`src/rtl/secflt_pkg.sv`:
```
package secflt_pkg;

    localparam int ADDR_W  = 32;
    localparam int DATA_W  = 32;
    localparam int STRB_W  = DATA_W / 8;
    localparam int ID_W    = 4;
    localparam int ID_N    = 1 << ID_W;
    localparam int PROT_W  = 3;
    localparam int RESP_W  = 2;
    localparam int NUM_WIN = 3;

    typedef logic [RESP_W-1:0] resp_t;
    localparam resp_t RESP_OKAY   = 2'b00;
    localparam resp_t RESP_SLVERR = 2'b10;

    // One protected address window: a request hits it when
    // base <= addr < base + size; it passes when (prot & prot_mask) == prot_val
    // and the bit of id_allow selected by the request ID is set.
    typedef struct packed {
        logic [ADDR_W-1:0] base;
        logic [ADDR_W-1:0] size;
        logic [PROT_W-1:0] prot_mask;
        logic [PROT_W-1:0] prot_val;
        logic [ID_N-1:0]   id_allow;
    } win_t;

    localparam win_t WIN_TABLE [NUM_WIN] = '{
        // secure memory: any secure request, any ID
        '{base: 32'h0E00_0000, size: 32'h0100_0000,
          prot_mask: 3'b010, prot_val: 3'b000, id_allow: 16'hFFFF},
        // secure serial port: secure requests from IDs 0..3
        '{base: 32'h0904_0000, size: 32'h0000_1000,
          prot_mask: 3'b010, prot_val: 3'b000, id_allow: 16'h000F},
        // crypto engine: privileged, secure, data only, IDs 0..1
        '{base: 32'h0A10_0000, size: 32'h0000_1000,
          prot_mask: 3'b111, prot_val: 3'b001, id_allow: 16'h0003}
    };

    typedef enum logic [1:0] {RD_IDLE, RD_FWD, RD_RSP, RD_ERR} rd_state_e;
    typedef enum logic [1:0] {WR_IDLE, WR_FWD, WR_RSP, WR_ERR} wr_state_e;

    typedef struct packed {
        rd_state_e         state;
        logic [ADDR_W-1:0] addr;
        logic [PROT_W-1:0] prot;
        logic [ID_W-1:0]   id;
        logic              viol;
        logic [ADDR_W-1:0] viol_addr;
    } rd_st_t;

    typedef struct packed {
        wr_state_e         state;
        logic [ADDR_W-1:0] addr;
        logic [PROT_W-1:0] prot;
        logic [ID_W-1:0]   id;
        logic [DATA_W-1:0] data;
        logic [STRB_W-1:0] strb;
        logic              aw_have;
        logic              w_have;
        logic              ok;
        logic              aw_sent;
        logic              w_sent;
        logic              viol;
        logic [ADDR_W-1:0] viol_addr;
    } wr_st_t;

endpackage

```
`src/rtl/secflt_win_match.sv`:
```
module secflt_win_match
    import secflt_pkg::*;
#(
    parameter int   N = NUM_WIN,
    parameter win_t WINS [N] = WIN_TABLE
) (
    input  logic [ADDR_W-1:0] addr,
    input  logic [PROT_W-1:0] prot,
    input  logic [ID_W-1:0]   id,
    output logic              allow
);

    logic [N-1:0] hit_v;
    logic [N-1:0] ok_v;

    for (genvar i = 0; i < N; i++) begin : g_win
        assign hit_v[i] = (addr >= WINS[i].base) &&
                          ((addr - WINS[i].base) < WINS[i].size);
        assign ok_v[i]  = ((prot & WINS[i].prot_mask) == WINS[i].prot_val) &&
                          WINS[i].id_allow[id];
    end

    // Lowest-numbered matching window decides; no match means pass.
    always_comb begin
        allow = 1'b1;
        for (int i = N - 1; i >= 0; i--) begin
            if (hit_v[i]) allow = ok_v[i];
        end
    end

endmodule

```
`src/rtl/secflt_rd_path.sv`:
```
module secflt_rd_path
    import secflt_pkg::*;
(
    input  logic              clk,
    input  logic              rst_n,
    input  logic              allow,
    input  logic              s_arvalid,
    output logic              s_arready,
    input  logic [ADDR_W-1:0] s_araddr,
    input  logic [PROT_W-1:0] s_arprot,
    input  logic [ID_W-1:0]   s_arid,
    output logic              s_rvalid,
    input  logic              s_rready,
    output logic [DATA_W-1:0] s_rdata,
    output logic [RESP_W-1:0] s_rresp,
    output logic              m_arvalid,
    input  logic              m_arready,
    output logic [ADDR_W-1:0] m_araddr,
    output logic [PROT_W-1:0] m_arprot,
    output logic [ID_W-1:0]   m_arid,
    input  logic              m_rvalid,
    output logic              m_rready,
    input  logic [DATA_W-1:0] m_rdata,
    input  logic [RESP_W-1:0] m_rresp,
    output logic              viol,
    output logic [ADDR_W-1:0] viol_addr
);

    rd_st_t st_d, st_q;

    always_comb begin
        st_d      = st_q;
        s_arready = 1'b0;
        s_rvalid  = 1'b0;
        s_rdata   = '0;
        s_rresp   = RESP_OKAY;
        m_arvalid = 1'b0;
        m_rready  = 1'b0;
        case (st_q.state)
            RD_IDLE: begin
                s_arready = 1'b1;
                if (s_arvalid) begin
                    st_d.addr  = s_araddr;
                    st_d.prot  = s_arprot;
                    st_d.id    = s_arid;
                    st_d.state = allow ? RD_FWD : RD_ERR;
                    if (!allow) begin
                        if (!st_q.viol) st_d.viol_addr = s_araddr;
                        st_d.viol = 1'b1;
                    end
                end
            end
            RD_FWD: begin
                m_arvalid = 1'b1;
                if (m_arready) st_d.state = RD_RSP;
            end
            RD_RSP: begin
                s_rvalid = m_rvalid;
                s_rdata  = m_rdata;
                s_rresp  = m_rresp;
                m_rready = s_rready;
                if (m_rvalid && s_rready) st_d.state = RD_IDLE;
            end
            RD_ERR: begin
                s_rvalid = 1'b1;
                s_rresp  = RESP_SLVERR;
                if (s_rready) st_d.state = RD_IDLE;
            end
            default: st_d.state = RD_IDLE;
        endcase
    end

    always_ff @(posedge clk) begin
        if (!rst_n) st_q <= '0;
        else        st_q <= st_d;
    end

    assign m_araddr  = st_q.addr;
    assign m_arprot  = st_q.prot;
    assign m_arid    = st_q.id;
    assign viol      = st_q.viol;
    assign viol_addr = st_q.viol_addr;

    p_rd_deny_r5: assert property (@(posedge clk) disable iff (!rst_n)
        s_arvalid && s_arready && !allow |=>
            s_rvalid && s_rresp == RESP_SLVERR && s_rdata == '0 && !m_arvalid);

    p_rd_fwd_r1: assert property (@(posedge clk) disable iff (!rst_n)
        s_arvalid && s_arready && allow |=>
            m_arvalid && m_araddr == $past(s_araddr));

    p_ar_hold_r1: assert property (@(posedge clk) disable iff (!rst_n)
        m_arvalid && !m_arready |=> m_arvalid && $stable(m_araddr));

    p_rd_single_r7: assert property (@(posedge clk) disable iff (!rst_n)
        s_arvalid && s_arready |=> !s_arready);

    p_rd_sticky_r9: assert property (@(posedge clk) disable iff (!rst_n)
        viol |=> viol && $stable(viol_addr));

endmodule

```
`src/rtl/secflt_wr_path.sv`:
```
module secflt_wr_path
    import secflt_pkg::*;
(
    input  logic              clk,
    input  logic              rst_n,
    input  logic              allow,
    input  logic              s_awvalid,
    output logic              s_awready,
    input  logic [ADDR_W-1:0] s_awaddr,
    input  logic [PROT_W-1:0] s_awprot,
    input  logic [ID_W-1:0]   s_awid,
    input  logic              s_wvalid,
    output logic              s_wready,
    input  logic [DATA_W-1:0] s_wdata,
    input  logic [STRB_W-1:0] s_wstrb,
    output logic              s_bvalid,
    input  logic              s_bready,
    output logic [RESP_W-1:0] s_bresp,
    output logic              m_awvalid,
    input  logic              m_awready,
    output logic [ADDR_W-1:0] m_awaddr,
    output logic [PROT_W-1:0] m_awprot,
    output logic [ID_W-1:0]   m_awid,
    output logic              m_wvalid,
    input  logic              m_wready,
    output logic [DATA_W-1:0] m_wdata,
    output logic [STRB_W-1:0] m_wstrb,
    input  logic              m_bvalid,
    output logic              m_bready,
    input  logic [RESP_W-1:0] m_bresp,
    output logic              viol,
    output logic [ADDR_W-1:0] viol_addr
);

    wr_st_t st_d, st_q;

    always_comb begin
        st_d      = st_q;
        s_awready = 1'b0;
        s_wready  = 1'b0;
        s_bvalid  = 1'b0;
        s_bresp   = RESP_OKAY;
        m_awvalid = 1'b0;
        m_wvalid  = 1'b0;
        m_bready  = 1'b0;
        case (st_q.state)
            WR_IDLE: begin
                s_awready = !st_q.aw_have;
                s_wready  = !st_q.w_have;
                if (s_awvalid && s_awready) begin
                    st_d.aw_have = 1'b1;
                    st_d.addr    = s_awaddr;
                    st_d.prot    = s_awprot;
                    st_d.id      = s_awid;
                    st_d.ok      = allow;
                    if (!allow) begin
                        if (!st_q.viol) st_d.viol_addr = s_awaddr;
                        st_d.viol = 1'b1;
                    end
                end
                if (s_wvalid && s_wready) begin
                    st_d.w_have = 1'b1;
                    st_d.data   = s_wdata;
                    st_d.strb   = s_wstrb;
                end
                if (st_d.aw_have && st_d.w_have) begin
                    st_d.state   = st_d.ok ? WR_FWD : WR_ERR;
                    st_d.aw_have = 1'b0;
                    st_d.w_have  = 1'b0;
                    st_d.aw_sent = 1'b0;
                    st_d.w_sent  = 1'b0;
                end
            end
            WR_FWD: begin
                m_awvalid = !st_q.aw_sent;
                m_wvalid  = !st_q.w_sent;
                if (m_awvalid && m_awready) st_d.aw_sent = 1'b1;
                if (m_wvalid && m_wready)   st_d.w_sent  = 1'b1;
                if (st_d.aw_sent && st_d.w_sent) st_d.state = WR_RSP;
            end
            WR_RSP: begin
                s_bvalid = m_bvalid;
                s_bresp  = m_bresp;
                m_bready = s_bready;
                if (m_bvalid && s_bready) st_d.state = WR_IDLE;
            end
            WR_ERR: begin
                s_bvalid = 1'b1;
                s_bresp  = RESP_SLVERR;
                if (s_bready) st_d.state = WR_IDLE;
            end
            default: st_d.state = WR_IDLE;
        endcase
    end

    always_ff @(posedge clk) begin
        if (!rst_n) st_q <= '0;
        else        st_q <= st_d;
    end

    assign m_awaddr  = st_q.addr;
    assign m_awprot  = st_q.prot;
    assign m_awid    = st_q.id;
    assign m_wdata   = st_q.data;
    assign m_wstrb   = m_wvalid ? st_q.strb : '0;
    assign viol      = st_q.viol;
    assign viol_addr = st_q.viol_addr;

    p_wr_deny_r6: assert property (@(posedge clk) disable iff (!rst_n)
        s_awvalid && s_awready && !allow |=> !m_awvalid && !m_wvalid);

    p_aw_hold_r1: assert property (@(posedge clk) disable iff (!rst_n)
        m_awvalid && !m_awready |=> m_awvalid && $stable(m_awaddr));

    p_wr_single_r7: assert property (@(posedge clk) disable iff (!rst_n)
        s_bvalid |-> !s_awready && !s_wready);

    p_wr_sticky_r9: assert property (@(posedge clk) disable iff (!rst_n)
        viol |=> viol && $stable(viol_addr));

endmodule

```
`src/rtl/axil_sec_filter.sv`:
```
module axil_sec_filter
    import secflt_pkg::*;
#(
    parameter int   N_WIN = NUM_WIN,
    parameter win_t WINS [N_WIN] = WIN_TABLE
) (
    input  logic              clk,
    input  logic              rst_n,
    input  logic              s_awvalid,
    output logic              s_awready,
    input  logic [ADDR_W-1:0] s_awaddr,
    input  logic [PROT_W-1:0] s_awprot,
    input  logic [ID_W-1:0]   s_awid,
    input  logic              s_wvalid,
    output logic              s_wready,
    input  logic [DATA_W-1:0] s_wdata,
    input  logic [STRB_W-1:0] s_wstrb,
    output logic              s_bvalid,
    input  logic              s_bready,
    output logic [RESP_W-1:0] s_bresp,
    input  logic              s_arvalid,
    output logic              s_arready,
    input  logic [ADDR_W-1:0] s_araddr,
    input  logic [PROT_W-1:0] s_arprot,
    input  logic [ID_W-1:0]   s_arid,
    output logic              s_rvalid,
    input  logic              s_rready,
    output logic [DATA_W-1:0] s_rdata,
    output logic [RESP_W-1:0] s_rresp,
    output logic              m_awvalid,
    input  logic              m_awready,
    output logic [ADDR_W-1:0] m_awaddr,
    output logic [PROT_W-1:0] m_awprot,
    output logic [ID_W-1:0]   m_awid,
    output logic              m_wvalid,
    input  logic              m_wready,
    output logic [DATA_W-1:0] m_wdata,
    output logic [STRB_W-1:0] m_wstrb,
    input  logic              m_bvalid,
    output logic              m_bready,
    input  logic [RESP_W-1:0] m_bresp,
    output logic              m_arvalid,
    input  logic              m_arready,
    output logic [ADDR_W-1:0] m_araddr,
    output logic [PROT_W-1:0] m_arprot,
    output logic [ID_W-1:0]   m_arid,
    input  logic              m_rvalid,
    output logic              m_rready,
    input  logic [DATA_W-1:0] m_rdata,
    input  logic [RESP_W-1:0] m_rresp,
    output logic              wr_viol,
    output logic [ADDR_W-1:0] wr_viol_addr,
    output logic              rd_viol,
    output logic [ADDR_W-1:0] rd_viol_addr
);

    logic ar_allow;
    logic aw_allow;

    secflt_win_match #(.N(N_WIN), .WINS(WINS)) u_ar_win (
        .addr  (s_araddr),
        .prot  (s_arprot),
        .id    (s_arid),
        .allow (ar_allow)
    );

    secflt_win_match #(.N(N_WIN), .WINS(WINS)) u_aw_win (
        .addr  (s_awaddr),
        .prot  (s_awprot),
        .id    (s_awid),
        .allow (aw_allow)
    );

    secflt_rd_path u_rd (
        .clk       (clk),
        .rst_n     (rst_n),
        .allow     (ar_allow),
        .s_arvalid (s_arvalid),
        .s_arready (s_arready),
        .s_araddr  (s_araddr),
        .s_arprot  (s_arprot),
        .s_arid    (s_arid),
        .s_rvalid  (s_rvalid),
        .s_rready  (s_rready),
        .s_rdata   (s_rdata),
        .s_rresp   (s_rresp),
        .m_arvalid (m_arvalid),
        .m_arready (m_arready),
        .m_araddr  (m_araddr),
        .m_arprot  (m_arprot),
        .m_arid    (m_arid),
        .m_rvalid  (m_rvalid),
        .m_rready  (m_rready),
        .m_rdata   (m_rdata),
        .m_rresp   (m_rresp),
        .viol      (rd_viol),
        .viol_addr (rd_viol_addr)
    );

    secflt_wr_path u_wr (
        .clk       (clk),
        .rst_n     (rst_n),
        .allow     (aw_allow),
        .s_awvalid (s_awvalid),
        .s_awready (s_awready),
        .s_awaddr  (s_awaddr),
        .s_awprot  (s_awprot),
        .s_awid    (s_awid),
        .s_wvalid  (s_wvalid),
        .s_wready  (s_wready),
        .s_wdata   (s_wdata),
        .s_wstrb   (s_wstrb),
        .s_bvalid  (s_bvalid),
        .s_bready  (s_bready),
        .s_bresp   (s_bresp),
        .m_awvalid (m_awvalid),
        .m_awready (m_awready),
        .m_awaddr  (m_awaddr),
        .m_awprot  (m_awprot),
        .m_awid    (m_awid),
        .m_wvalid  (m_wvalid),
        .m_wready  (m_wready),
        .m_wdata   (m_wdata),
        .m_wstrb   (m_wstrb),
        .m_bvalid  (m_bvalid),
        .m_bready  (m_bready),
        .m_bresp   (m_bresp),
        .viol      (wr_viol),
        .viol_addr (wr_viol_addr)
    );

endmodule

```
`config.mk`:
```
export PLATFORM = sky130hd
export DESIGN_NAME = axil_sec_filter
export DESIGN_NICKNAME = d
export VERILOG_FILES = /design/src/rtl/secflt_pkg.sv /design/src/rtl/secflt_win_match.sv /design/src/rtl/secflt_rd_path.sv /design/src/rtl/secflt_wr_path.sv /design/src/rtl/axil_sec_filter.sv
export SDC_FILE = /design/constraint.sdc
export NUM_CORES = 1
export LEC_CHECK = 0
export BUFFER_PORTS_ARGS = -buffer_cell sky130_fd_sc_hd__buf_2
export CAP_MARGIN = 20
export CORE_AREA = 5 5 149 151
export CTS_CLUSTER_SIZE = 8
export DETAILED_ROUTE_END_ITERATION = 7
export DIE_AREA = 0 0 154 156
export GPL_TIMING_DRIVEN = 0
export PLACE_DENSITY = 0.78
export SETUP_SLACK_MARGIN = 0.05
export SLEW_MARGIN = 30
export SYNTH_ARGS = -nofsm -noshare
export SYNTH_HDL_FRONTEND = slang
export SYNTH_HIERARCHICAL = 1
export SYNTH_SLANG_ARGS = --single-unit
```
`constraint.sdc`:
```
create_clock -name clk -period 5 [get_ports clk]
set_input_delay 1.5 -clock clk [delete_from_list [all_inputs] [get_ports clk]]
set_output_delay 1.5 -clock clk [all_outputs]
set_load 0.02 [all_outputs]
```
==> results.toml, run 1 <==
[synthesis]
synth_top_area_cell = "dfxtp_1"
syn_avg_cell_area_um2 = 8.22
ys_async_sr_fraction = 0
synth.top_cells.by_area = "dfxtp_1, nand2_1, buf_4, a21boi_0, mux2i_1"
synth_cells = 1167
synth_area_um2 = 9590
ys_seq_elements = 189
yosysWarnings = 6
synth_nets = 1337
synth-edff-count = 0
synthFlopType = "dfxtp_1"
seq_area_frac_synth = 0.394
synth_top_area_frac = 0.394
ys_types = 50

[sta]
finalCritPeriodShare = 0.749
period_needed_ps = 3740
fin_skew_ps = 15.5
max_freq_mhz = 267
setup_tns_ps = 0
setup-violations-final = 0
grt_setup_unrepaired = "no"
relSlewSlack = 0.391
worst_pin_slew_ps = 900
fin_hold_ws_ps = 457
finalHoldViolCount = 0
drv_slew = 0

[run_status]
status = "completed"

[clock_network]
clock_latency_ps = 440
cts_hold_buf = 0
cts_root_buf = "clkbuf_16"
clock_sinks = 189
cts_setup_buffers = 0
tritoncts.num_buffers = 17
htree_levels = 4
post_cts_resized = 0
cts_buffer_depth = 2
cts.reportedPaths.clkPinSlew_ps = 80
cts_tree = "done"

[detailed_routing]
drc = 0
vias = 9012
drtAntennaViolNets = 0
finalWirelength_um = 30000
routedWlPerCell_um = 16.1
drt-initial-drc-count = 495
first_pass_iters = 5
vias_per_cell = 4.84

[grt]
grt_pass1_wl_um = 46300
grt_use_total = 0.238
grt_max_degree = 20
grt_overflow_total = 0
grt_pass1_vias = 8814
antenna_found_initial = 2

[worst_setup_path]
cp.required_ps = 3500
cp_common_cell = "clkbuf_1"
arrival_ps = 2240
slowest_stage = "nor2b_1"
path_cells = "clkbuf_1 > nor2b_1 > clkbuf_1 > and2_1 > buf_2"
crit_path_end_kind = "output pin"
critPathMaxFanout = 10
cp-start-kind = "flip-flop"
cp_top_family = "buffers and inverters"
crit_type = "flip-flop to output pin"
cp_num_buf_inv = 3
slowest_delay_ps = 400

[finish]
fin_cells = 1861
fillerInstances = 1861
final_net_count = 1742
syn_to_final_growth_pct = 29.9
drive_gt1_frac = 0.390

[place]
place.gp.congestion = 0.877
dp.cells = 1828
dp_hpwl_um = 23600
port_buffers = 386

[floorplan]
start_util = 0.464
core_um2 = 20700
io_pins = 388
die_h_um = 156
die_x_um = 154
num_rows = 53
dieArea_um2 = 24000

[power]
powerDensity_nw_per_um2 = 318
power_frac_clock = 0.338
total_power_mw = 3.96
leakagePower_nw = 6.04
p_int_mw = 2.65
power.switching_mw = 1.31
swShare = 0.331
p_comb_frac = 0.241
ir_drop_v = 0.000238
p_seq_frac = 0.421

[job]
cap_violations = 0

[min_path]
hp-class = "flip-flop to flip-flop"
[synthesized netlist by cell type (3+ instances only)]
cell	number
dfxtp_1	189
or3_1	4
o22ai_1	4
clkbuf_1	57
o221ai_1	3
buf_2	5
or4b_1	3
and3b_1	5
o31a_1	3
mux2i_1	64
nor2_1	26
nor3_1	3
a21boi_0	100
buf_6	3
buf_4	174
o21a_1	9
nor2b_1	4
o21ai_0	7
ha_1	8
o31ai_1	3
nand2b_1	6
inv_1	4
nand4_1	4
buf_8	3
nor4b_1	5
mux2_2	5
and2_1	38
a21boi_1	17
nor4_1	8
a21oi_1	10
nand2_1	366
[final cells by class]
class / count / area (um^2) / area share
Antenna cell: 1 / 2.50 / 0.000201
Buffer: 243 / 1630 / 0.131
Clock buffer: 17 / 425 / 0.0341
Clock inverter: 15 / 153 / 0.0123
Inverter: 4 / 15.0 / 0.00121
Multi-Input combinational cell: 731 / 4180 / 0.335
Sequential cell: 189 / 3780 / 0.304
Tap cell: 275 / 344 / 0.0276
Timing Repair Buffer: 386 / 1930 / 0.155
[flip-flops by register name, indices dropped and copies added, names as in the netlist]
signal          flops
u_wr/viol           1
u_rd/m_araddr      32
u_rd/viol_addr     32
u_rd/m_arid         4
u_wr/st_q          11
u_rd/st_q           2
u_wr/m_wdata       32
u_wr/m_awid         4
u_wr/viol_addr     32
u_rd/m_arprot       3
u_wr/m_awaddr      32
u_wr/m_awprot       3
u_rd/viol           1
[worst paths after layout]
| path | from | endpoint | slack [ps] | cells after the start |
|---|---|---|---|---|
| hold reg to reg | u_rd/viol_addr[20]$_SDFFE_PN0P_ | u_rd/viol_addr[20]$_SDFFE_PN0P_ | 460 | 2 |
| setup / recovery | u_rd/st_q[73]$_SDFFE_PN0P_ | s_rdata[9] | 1260 | 5 |
| hold / removal | u_rd/viol_addr[20]$_SDFFE_PN0P_ | u_rd/viol_addr[20]$_SDFFE_PN0P_ | 460 | 2 |
| setup reg to reg | u_wr/st_q[114]$_SDFFE_PN0P_ | u_wr/m_awid[2]$_SDFFE_PN0P_ | 2620 | 5 |
[power groups by stage]
stage                     Clock [mW]  Combinational (mW)  Sequential (mW)
after global routing            1.43                1.04             1.68
after detailed placement           0               0.952             1.70
after floorplan                    0               0.613             1.68
after global placement             0               0.937             1.70
after CTS                       1.37               0.957             1.67
final                           1.34               0.955             1.67
[cells in the final DEF (no fill, tap or decap), types with 4 or more instances in the layout]
cell	netlist	routed
buf_2	5	391
nand2_1	366	366
dfxtp_1	189	189
buf_4	174	174
a21boi_0	100	100
mux2i_1	64	64
clkbuf_1	57	57
and2_1	38	38
nor2_1	26	26
clkbuf_16	0	17
a21boi_1	17	17
a21oi_1	10	10
o21a_1	9	9
nor4_1	8	8
ha_1	8	8
o21ai_0	7	7
nand2b_1	6	6
and3b_1	5	5
nor4b_1	5	5
mux2_2	5	5
inv_8	0	4
clkinv_4	0	4
inv_1	4	4
nand4_1	4	4
or3_1	4	4
o22ai_1	4	4
nor2b_1	4	4
[layer usage]
metal / vias to the layer above / global-route usage / wire length, um
li1: 4436 / - / -
met1: 4161 / 0.293 / 12400
met2: 366 / 0.401 / 14300
met3: 47 / 0.0721 / 2680
met4: 2 / 0.0786 / 577
met5: - / 0 / 11
[kinds of logic after synthesis]
group / Yosys count / share of synthesized area
and+or+nand+nor: 488 / 0.224
DFF: 189 / 0.394
buffers and inverters: 247 / 0.171
adders and majority gates: 8 / 0.0104
muxes: 69 / 0.0726
AOI/OAI and AO/OA: 166 / 0.127
[tightest hold or removal path: cells and delay by family (launching register included)]
family	cells	cell delay [ps]
multiplexers	1	50
AND/OR/NAND/NOR	1	50
flip-flops	1	310
[through the flow]
stage	setup slack (ps)	cell area [um^2]	util
floorplan	1440	9590	-
global placement	973	11900	0.574
detailed placement	910	11900	0.574
CTS	1290	12500	0.602
global route	1090	12500	0.602
finish	1260	12500	0.602
Note: power is estimated with default switching activity, not from simulation.
==> run 2: changes to the inputs <==
Settings changed: ABC_AREA set to 1, CORE_AREA 5 5 149 151 to not set, CORE_MARGIN set to 5, CORE_UTILIZATION set to 45, DIE_AREA 0 0 154 156 to not set.
Clock period 5 ns to 3.1 ns, I/O delays scaled along.
==> run 2 against run 1 <==
  * Total power rose by 110%
  * Non-clock buffer count rose by 9
  * Final area rose by 6.8%
  * Largest power group is now combinational logic
==> results.toml, run 2 <==
[run_status]
status = "completed"

[power]
power_frac_clock = 0.262
p_seq_frac = 0.354
total_power_mw = 8.37
ir_drop_v = 0.000357
swShare = 0.389
p_int_mw = 5.12
leakagePower_nw = 7.20
p_comb_frac = 0.384
power.switching_mw = 3.25
powerDensity_nw_per_um2 = 630

[synthesis]
ys_async_sr_fraction = 0
synth_nets = 1678
synth-edff-count = 0
ys_types = 40
synth_commonest_cells = "nor2_1, dfxtp_1, nand2_1"
seq_area_frac_synth = 0.366
synth_cells = 1508
synth_top_area_cell = "dfxtp_1"
synth_area_um2 = 10300
synth_top_area_frac = 0.366
yosysWarnings = 6
synthFlopType = "dfxtp_1"
yosysMostFrequentCell = "nor2_1"
synth.top_cells.by_area = "dfxtp_1, nor2_1, buf_4, nand2_1, o21ai_0"
syn_avg_cell_area_um2 = 6.86
ys_seq_elements = 189

[sta]
fin_hold_ws_ps = 467
fin_skew_ps = 10.4
max_freq_mhz = 347
worst_pin_slew_ps = 595
drv_slew = 0
finalHoldViolCount = 0
finalCritPeriodShare = 0.930
period_needed_ps = 2880
relSlewSlack = 0.604
grt_setup_unrepaired = "no"
setup-violations-final = 0
setup_tns_ps = 0

[clock_network]
clock_latency_ps = 430
cts_tree = "done"
htree_levels = 4
tritoncts.num_buffers = 17
clock_sinks = 189
cts_root_buf = "clkbuf_16"
cts_buffer_depth = 2
cts.reportedPaths.clkPinSlew_ps = 80
cts_hold_buf = 0

[min_path]
worstHoldEndpoint = "u_wr/viol_addr[19]$_SDFFE_PN0P_"
holdCritStartpoint = "u_wr/viol_addr[19]$_SDFFE_PN0P_"
hp-class = "flip-flop to flip-flop"
worstHoldPathCells = 2

[floorplan]
num_rows = 55
start_util = 0.457
io_pins = 388
dieArea_um2 = 26100
die_x_um = 162
die_h_um = 162
core_um2 = 22600

[worst_setup_path]
critPathMaxFanout = 10
cp.required_ps = 3400
cp_num_buf_inv = 7
r2r_start = "u_wr/st_q[114]$_SDFFE_PN0P_"
startpoint = "s_awaddr[26]"
cp_common_cell = "nand4_1"
r2r_end = "u_wr/m_wdata[26]$_SDFFE_PN0P_"
arrival_ps = 3180
ff2ff_path_depth = 7
crit_type = "primary input to flip-flop"
r2r_setup_slack_ps = 1670
slowest_delay_ps = 210
slowest_stage = "ha_1"
cp_top_family = "buffers and inverters"
path_cells = "clkbuf_4 > inv_2 > ha_1 > inv_1 > nor2_1 > nand4_1 > nand3_1 > a21oi_1 > nor2_1 > nand4_1 > nand3_1 > nand2_1 > inv_1 > clkinvlp_4 > buf_4 > clkbuf_4 > nand4_1 > a21oi_1"
cp-start-kind = "primary input"
crit_path_end_kind = "flip-flop"

[detailed_routing]
vias_per_cell = 4.94
vias = 11000
drt-initial-drc-count = 800
drtAntennaViolNets = 0
routedWlPerCell_um = 14.9
drc = 0
first_pass_iters = 5
finalWirelength_um = 33100

[place]
port_buffers = 386
place.gp.congestion = 0.917
dp.cells = 2179
dp_hpwl_um = 26100

[finish]
mostFrequentLayoutCells = "buf_2, nor2_1, buf_4, dfxtp_1, nand2_1"
drive_gt1_frac = 0.360
final_net_count = 2087
layout_commonest_cell = "buf_2"
fin_cells = 2217
syn_to_final_growth_pct = 28.5

[grt]
grt_use_total = 0.239
grt_max_degree = 21
grt_pass1_vias = 10100
grt_overflow_total = 0
grt_pass1_wl_um = 51500
antenna_found_initial = 2

[job]
cap_violations = 0
run 2: cell types whose count changed after synthesis, moves of 18 or more:
cell      previous run  this run
nand2_1            366       188
clkbuf_1            57        28
inv_1                4       104
o21ai_0              7       119
and2_1              38         0
mux2i_1             64         0
a21oi_1             10        47
a21boi_0           100         1
nor2_1              26       372
nor3_1               3        35
nand4_1              4        43
nand3_1              2        46
o21ai_1              0        39
inv_2                0        18
run 2: worst max path at each step:
stage	end	slack (ps)	cells after the start
after floorplan	u_wr/viol_addr[23]$_SDFFE_PN0P_	360	13
after global placement	u_wr/viol_addr[26]$_SDFFE_PN0P_	-420	14
after detailed placement	u_wr/viol_addr[26]$_SDFFE_PN0P_	-420	14
after CTS	u_wr/viol_addr[11]$_SDFFE_PN0P_	60	14
after global routing	u_wr/viol_addr[21]$_SDFFE_PN0P_	50	18
final	u_wr/viol_addr[21]$_SDFFE_PN0P_	220	18
run 2: layout make-up:
| class | count | area (um^2) |
|---|---|---|
| Antenna cell | 2 | 5.00 |
| Buffer | 248 | 1760 |
| Clock buffer | 18 | 429 |
| Clock inverter | 14 | 163 |
| Fill cell | 2113 | 9340 |
| Inverter | 126 | 479 |
| Multi-Input combinational cell | 945 | 4350 |
| Sequential cell | 189 | 3780 |
| Tap cell | 285 | 357 |
| Timing Repair Buffer | 390 | 1970 |
run 2: timing repair:
action / 4_1_cts / 5_1_grt
endpoints found under the setup margin: 1 / 62
buffers inserted: 0 / 4
pin swaps: 0 / 1
gates resized for setup: 1 / 19
run 2: stage by stage:
| stage | area, um^2 | worst slack, ps | util |
|---|---|---|---|
| 5_1_grt | 13300 | 54.1 | 0.588 |
| 4_1_cts | 13200 | 63.8 | 0.584 |
| 2_1_floorplan | 10300 | 363 | - |
| 6_report | 13300 | 218 | 0.588 |
| 3_3_place_gp | 12600 | -421 | 0.558 |
| 3_5_place_dp | 12600 | -424 | 0.558 |
run 2: worst register-to-register path: stages, from the launching register on:
cell and delay (ps):
dfxtp_1 470, inv_2 90, nand2_4 140, nor2_4 60, nand2_4 120, buf_2 250, o21ai_0 100, nor2_1 130
run 2: metal layers:
layer  routed length (um)  track usage  vias to the layer above
met2                16000        0.412                      437
met4                  384       0.0573                        0
met1                13900        0.307                     5051
li1                     -            -                     5436
met5                    0            0                        -
met3                 2790       0.0548                       26
run 2: power by group through the flow:
stage                     clock network, mW  logic, mW  registers, mW
final                                  2.19       3.21           2.97
after global routing                   2.35       3.49           3.01
after CTS                              2.24       3.21           2.96
after detailed placement                  0       3.20           3.02
after global placement                    0       3.15           3.00
after floorplan                           0       2.24           2.97
run 2: logic make-up after synthesis:
| family | Yosys count | share of synthesized area |
|---|---|---|
| adder cells (fa/ha/maj) | 8 | 0.00967 |
| XOR/XNOR | 2 | 0.00169 |
| buffers and inverters | 374 | 0.215 |
| AO/OA/AOI/OAI | 212 | 0.104 |
| flip-flops | 189 | 0.366 |
| AND/OR/NAND/NOR | 723 | 0.304 |
==> run 3: changes to the inputs <==
--- a/config.mk
+++ b/config.mk
@@ -7,12 +7,12 @@
 export LEC_CHECK = 0
 export ABC_AREA = 1
-export BUFFER_PORTS_ARGS = -buffer_cell sky130_fd_sc_hd__buf_2
 export CAP_MARGIN = 20
 export CORE_MARGIN = 5
-export CORE_UTILIZATION = 45
+export CORE_UTILIZATION = 50
 export CTS_CLUSTER_SIZE = 8
 export DETAILED_ROUTE_END_ITERATION = 7
+export DONT_BUFFER_PORTS = 1
 export GPL_TIMING_DRIVEN = 0
-export PLACE_DENSITY = 0.78
+export PLACE_DENSITY = 0.69
 export SETUP_SLACK_MARGIN = 0.05
 export SLEW_MARGIN = 30
==> constraint.sdc (replaced) <==
create_clock -name clk -period 3.1 [get_ports clk]
set_input_delay 0.93 -clock clk [delete_from_list [all_inputs] [get_ports clk]]
set_output_delay 0.93 -clock clk [all_outputs]
set_load 0.1 [all_outputs]
==> run 3 against run 2 <==
  * The run now ends with negative setup slack left
  * Die area decreased by 9.4%
  * Largest cell class unchanged
  * Sequential power about the same
  * Register-to-register slack got worse by 830 ps
  * Maximum frequency decreased by 14%
  * Highest routed layer unchanged
  * Clock skew decreased by 1.1 ps
  * Critical endpoint is now m_wstrb[0]
  * Critical path depth decreased by 12
  * Utilization decreased by 0.89 points
  * Wire length decreased by 5.3%
==> results.toml, run 3 (same netlist as run 2, synthesis figures left out) <==
[place]
dp.cells = 1778
dp_hpwl_um = 24700
place.gp.congestion = 0.912
pre_cts_ws_ps = -212
port_buffers = 0
place_area_um2 = 11000

[floorplan]
io_pins = 388
die_x_um = 154
start_util = 0.510
dieArea_um2 = 23700
core_um2 = 20300
num_rows = 52
die_h_um = 154

[finish]
drive_gt1_frac = 0.234
multi_input_area_um2 = 4680
ff_latch_area_um2 = 3790
stdcell_area_um2 = 11700
syn_to_final_growth_pct = 13.5
utilization = 0.579
fin_cells = 1820
final_net_count = 1707
mostFrequentLayoutCells = "nor2_1, buf_4, nand2_1, dfxtp_1, o21ai_0"
fillerInstances = 2002
antenna_cells = 0
layout_commonest_cell = "nor2_1"

[clock_network]
clock_sinks = 189
cts_tree = "done"
clock_latency_ps = 430
htree_levels = 4
tritoncts.num_buffers = 17
cts_hold_buf = 0
cts_root_buf = "clkbuf_16"
cts.reportedPaths.clkPinSlew_ps = 70
cts_buffer_depth = 2

[sta]
relSlewSlack = 0.325
fin_ws_ps = -255
finalHoldViolCount = 0
setup_tns_ps = -944
max_freq_mhz = 298
grt_setup_unrepaired = "yes"
worst_pin_slew_ps = 1010
period_needed_ps = 3350
drv_slew = 0
finalCritPeriodShare = 1.08
fin_skew_ps = 9.31
setup-violations-final = 4

[power]
powerDensity_nw_per_um2 = 935
ir_drop_v = 0.000487
leakagePower_nw = 5.43

[min_path]
worstHoldEndpoint = "u_wr/viol_addr[11]$_SDFFE_PN0P_"
worstHoldPathCells = 2
hp-class = "flip-flop to flip-flop"
holdCritStartpoint = "u_wr/viol_addr[11]$_SDFFE_PN0P_"

[worst_setup_path]
cp-start-kind = "flip-flop"
cp_common_cell = "nor2_4"
crit_path_end_kind = "output pin"
path_cells = "nor2_4 > inv_4 > nor2_4 > clkinvlp_4 > buf_6 > nor2_4"
cp_num_buf_inv = 3
ff2ff_path_depth = 5
r2r_setup_slack_ps = 840
cp_top_family = "simple AND/OR/NAND/NOR gates"
slowest_stage = "nor2_4"
critPathMaxFanout = 5
arrival_ps = 2420
r2r_start = "u_wr/viol$_SDFFE_PN0P_"
slowest_delay_ps = 550
cp.required_ps = 2170
crit_type = "flip-flop to output pin"
r2r_end = "u_wr/viol_addr[21]$_SDFFE_PN0P_"

[run_status]
status = "complete, but fails checks"
violations = "negative setup slack"

[detailed_routing]
routedWlPerCell_um = 17.2
drtAntennaViolNets = 0
vias = 9367
drc = 0
vias_per_cell = 5.15
drt-initial-drc-count = 590
first_pass_iters = 5
finalWirelength_um = 31400

[job]
cap_violations = 0

[grt]
grt_max_degree = 19
grt_overflow_total = 0
grt_pass1_wl_um = 48400
antenna_found_initial = 0
grt_use_total = 0.253
grt_pass1_vias = 8726
==> run 3: cell types whose count changed in the layout (fill, tap and decap cells not counted), moves of 3 or more <==
cell,change
nor2_1,-45
buf_2,-381
buf_8,+3
nor2_4,+44
clkbuf_4,-4
==> run 3: report_power, final <==
group / total, mW / switching [mW] / leakage [nW] / internal, mW
combinational: 5.79 / 4.75 / 3.59 / 1.04
sequential: 2.98 / 0.191 / 1.55 / 2.79
clock: 2.22 / 1.05 / 0.290 / 1.17
total: 11.0 / 5.99 / 5.43 / 5.00
==> run 3: layout make-up <==
class                      instances  share of cell area
tap                              270              0.0288
multi-input combinational        945               0.398
inverter                         126              0.0412
buffer                           248               0.152
sequential                       189               0.323
timing repair buffer              10             0.00671
clock inverter                    13              0.0128
clock buffer                      19              0.0377
==> run 3: through the flow <==
step / hold slack (ps) / total power, mW
after floorplan: 440 / 8.07
after global placement: 450 / 8.51
after detailed placement: 454 / 8.72
after CTS: 465 / 11.0
after global routing: 480 / 11.4
final: 462 / 11.0
==> run 3: layer usage <==
| layer | track usage | wire (um) | part of all wire |
|---|---|---|---|
| met3 | 0.0717 | 2480 | 0.079 |
| met4 | 0.0673 | 574 | 0.018 |
| met5 | 0 | 0 | 0 |
| met1 | 0.321 | 13200 | 0.42 |
| met2 | 0.424 | 15100 | 0.48 |
==> run 3: repair_timing <==
item / in CTS / in global routing
endpoints found under the setup margin: 34 / 31
pin swaps: 8 / 9
gates cloned: 0 / 0
endpoints found under the hold margin: 0 / 0
resized for setup: 15 / 6
setup buffers: 5 / 5
==> run 3: worst reg2reg max path: stages (launching register included) <==
cell and delay [ps]:
dfxtp_1 990, clkinv_1 470, nand3_2 250, buf_2 250, nand2_1 90, a21oi_1 130
==> run 3: worst max path at each step <==
stage                           startpoint                         endpoint  slack [ps]  cells after the start
4_1_cts        u_wr/st_q[113]$_SDFFE_PN0P_                       m_wstrb[0]        -350                      7
3_3_place_gp    u_rd/st_q[73]$_SDFFE_PN0P_                       s_rdata[3]        -270                      6
5_1_grt        u_wr/st_q[113]$_SDFFE_PN0P_                       m_wstrb[0]        -340                      7
6_report       u_wr/st_q[114]$_SDFFE_PN0P_                       m_wstrb[0]        -250                      6
3_5_place_dp                  s_awaddr[26]  u_wr/viol_addr[25]$_SDFFE_PN0P_        -210                     17
2_1_floorplan                  m_rdata[14]                      s_rdata[14]         -40                      2
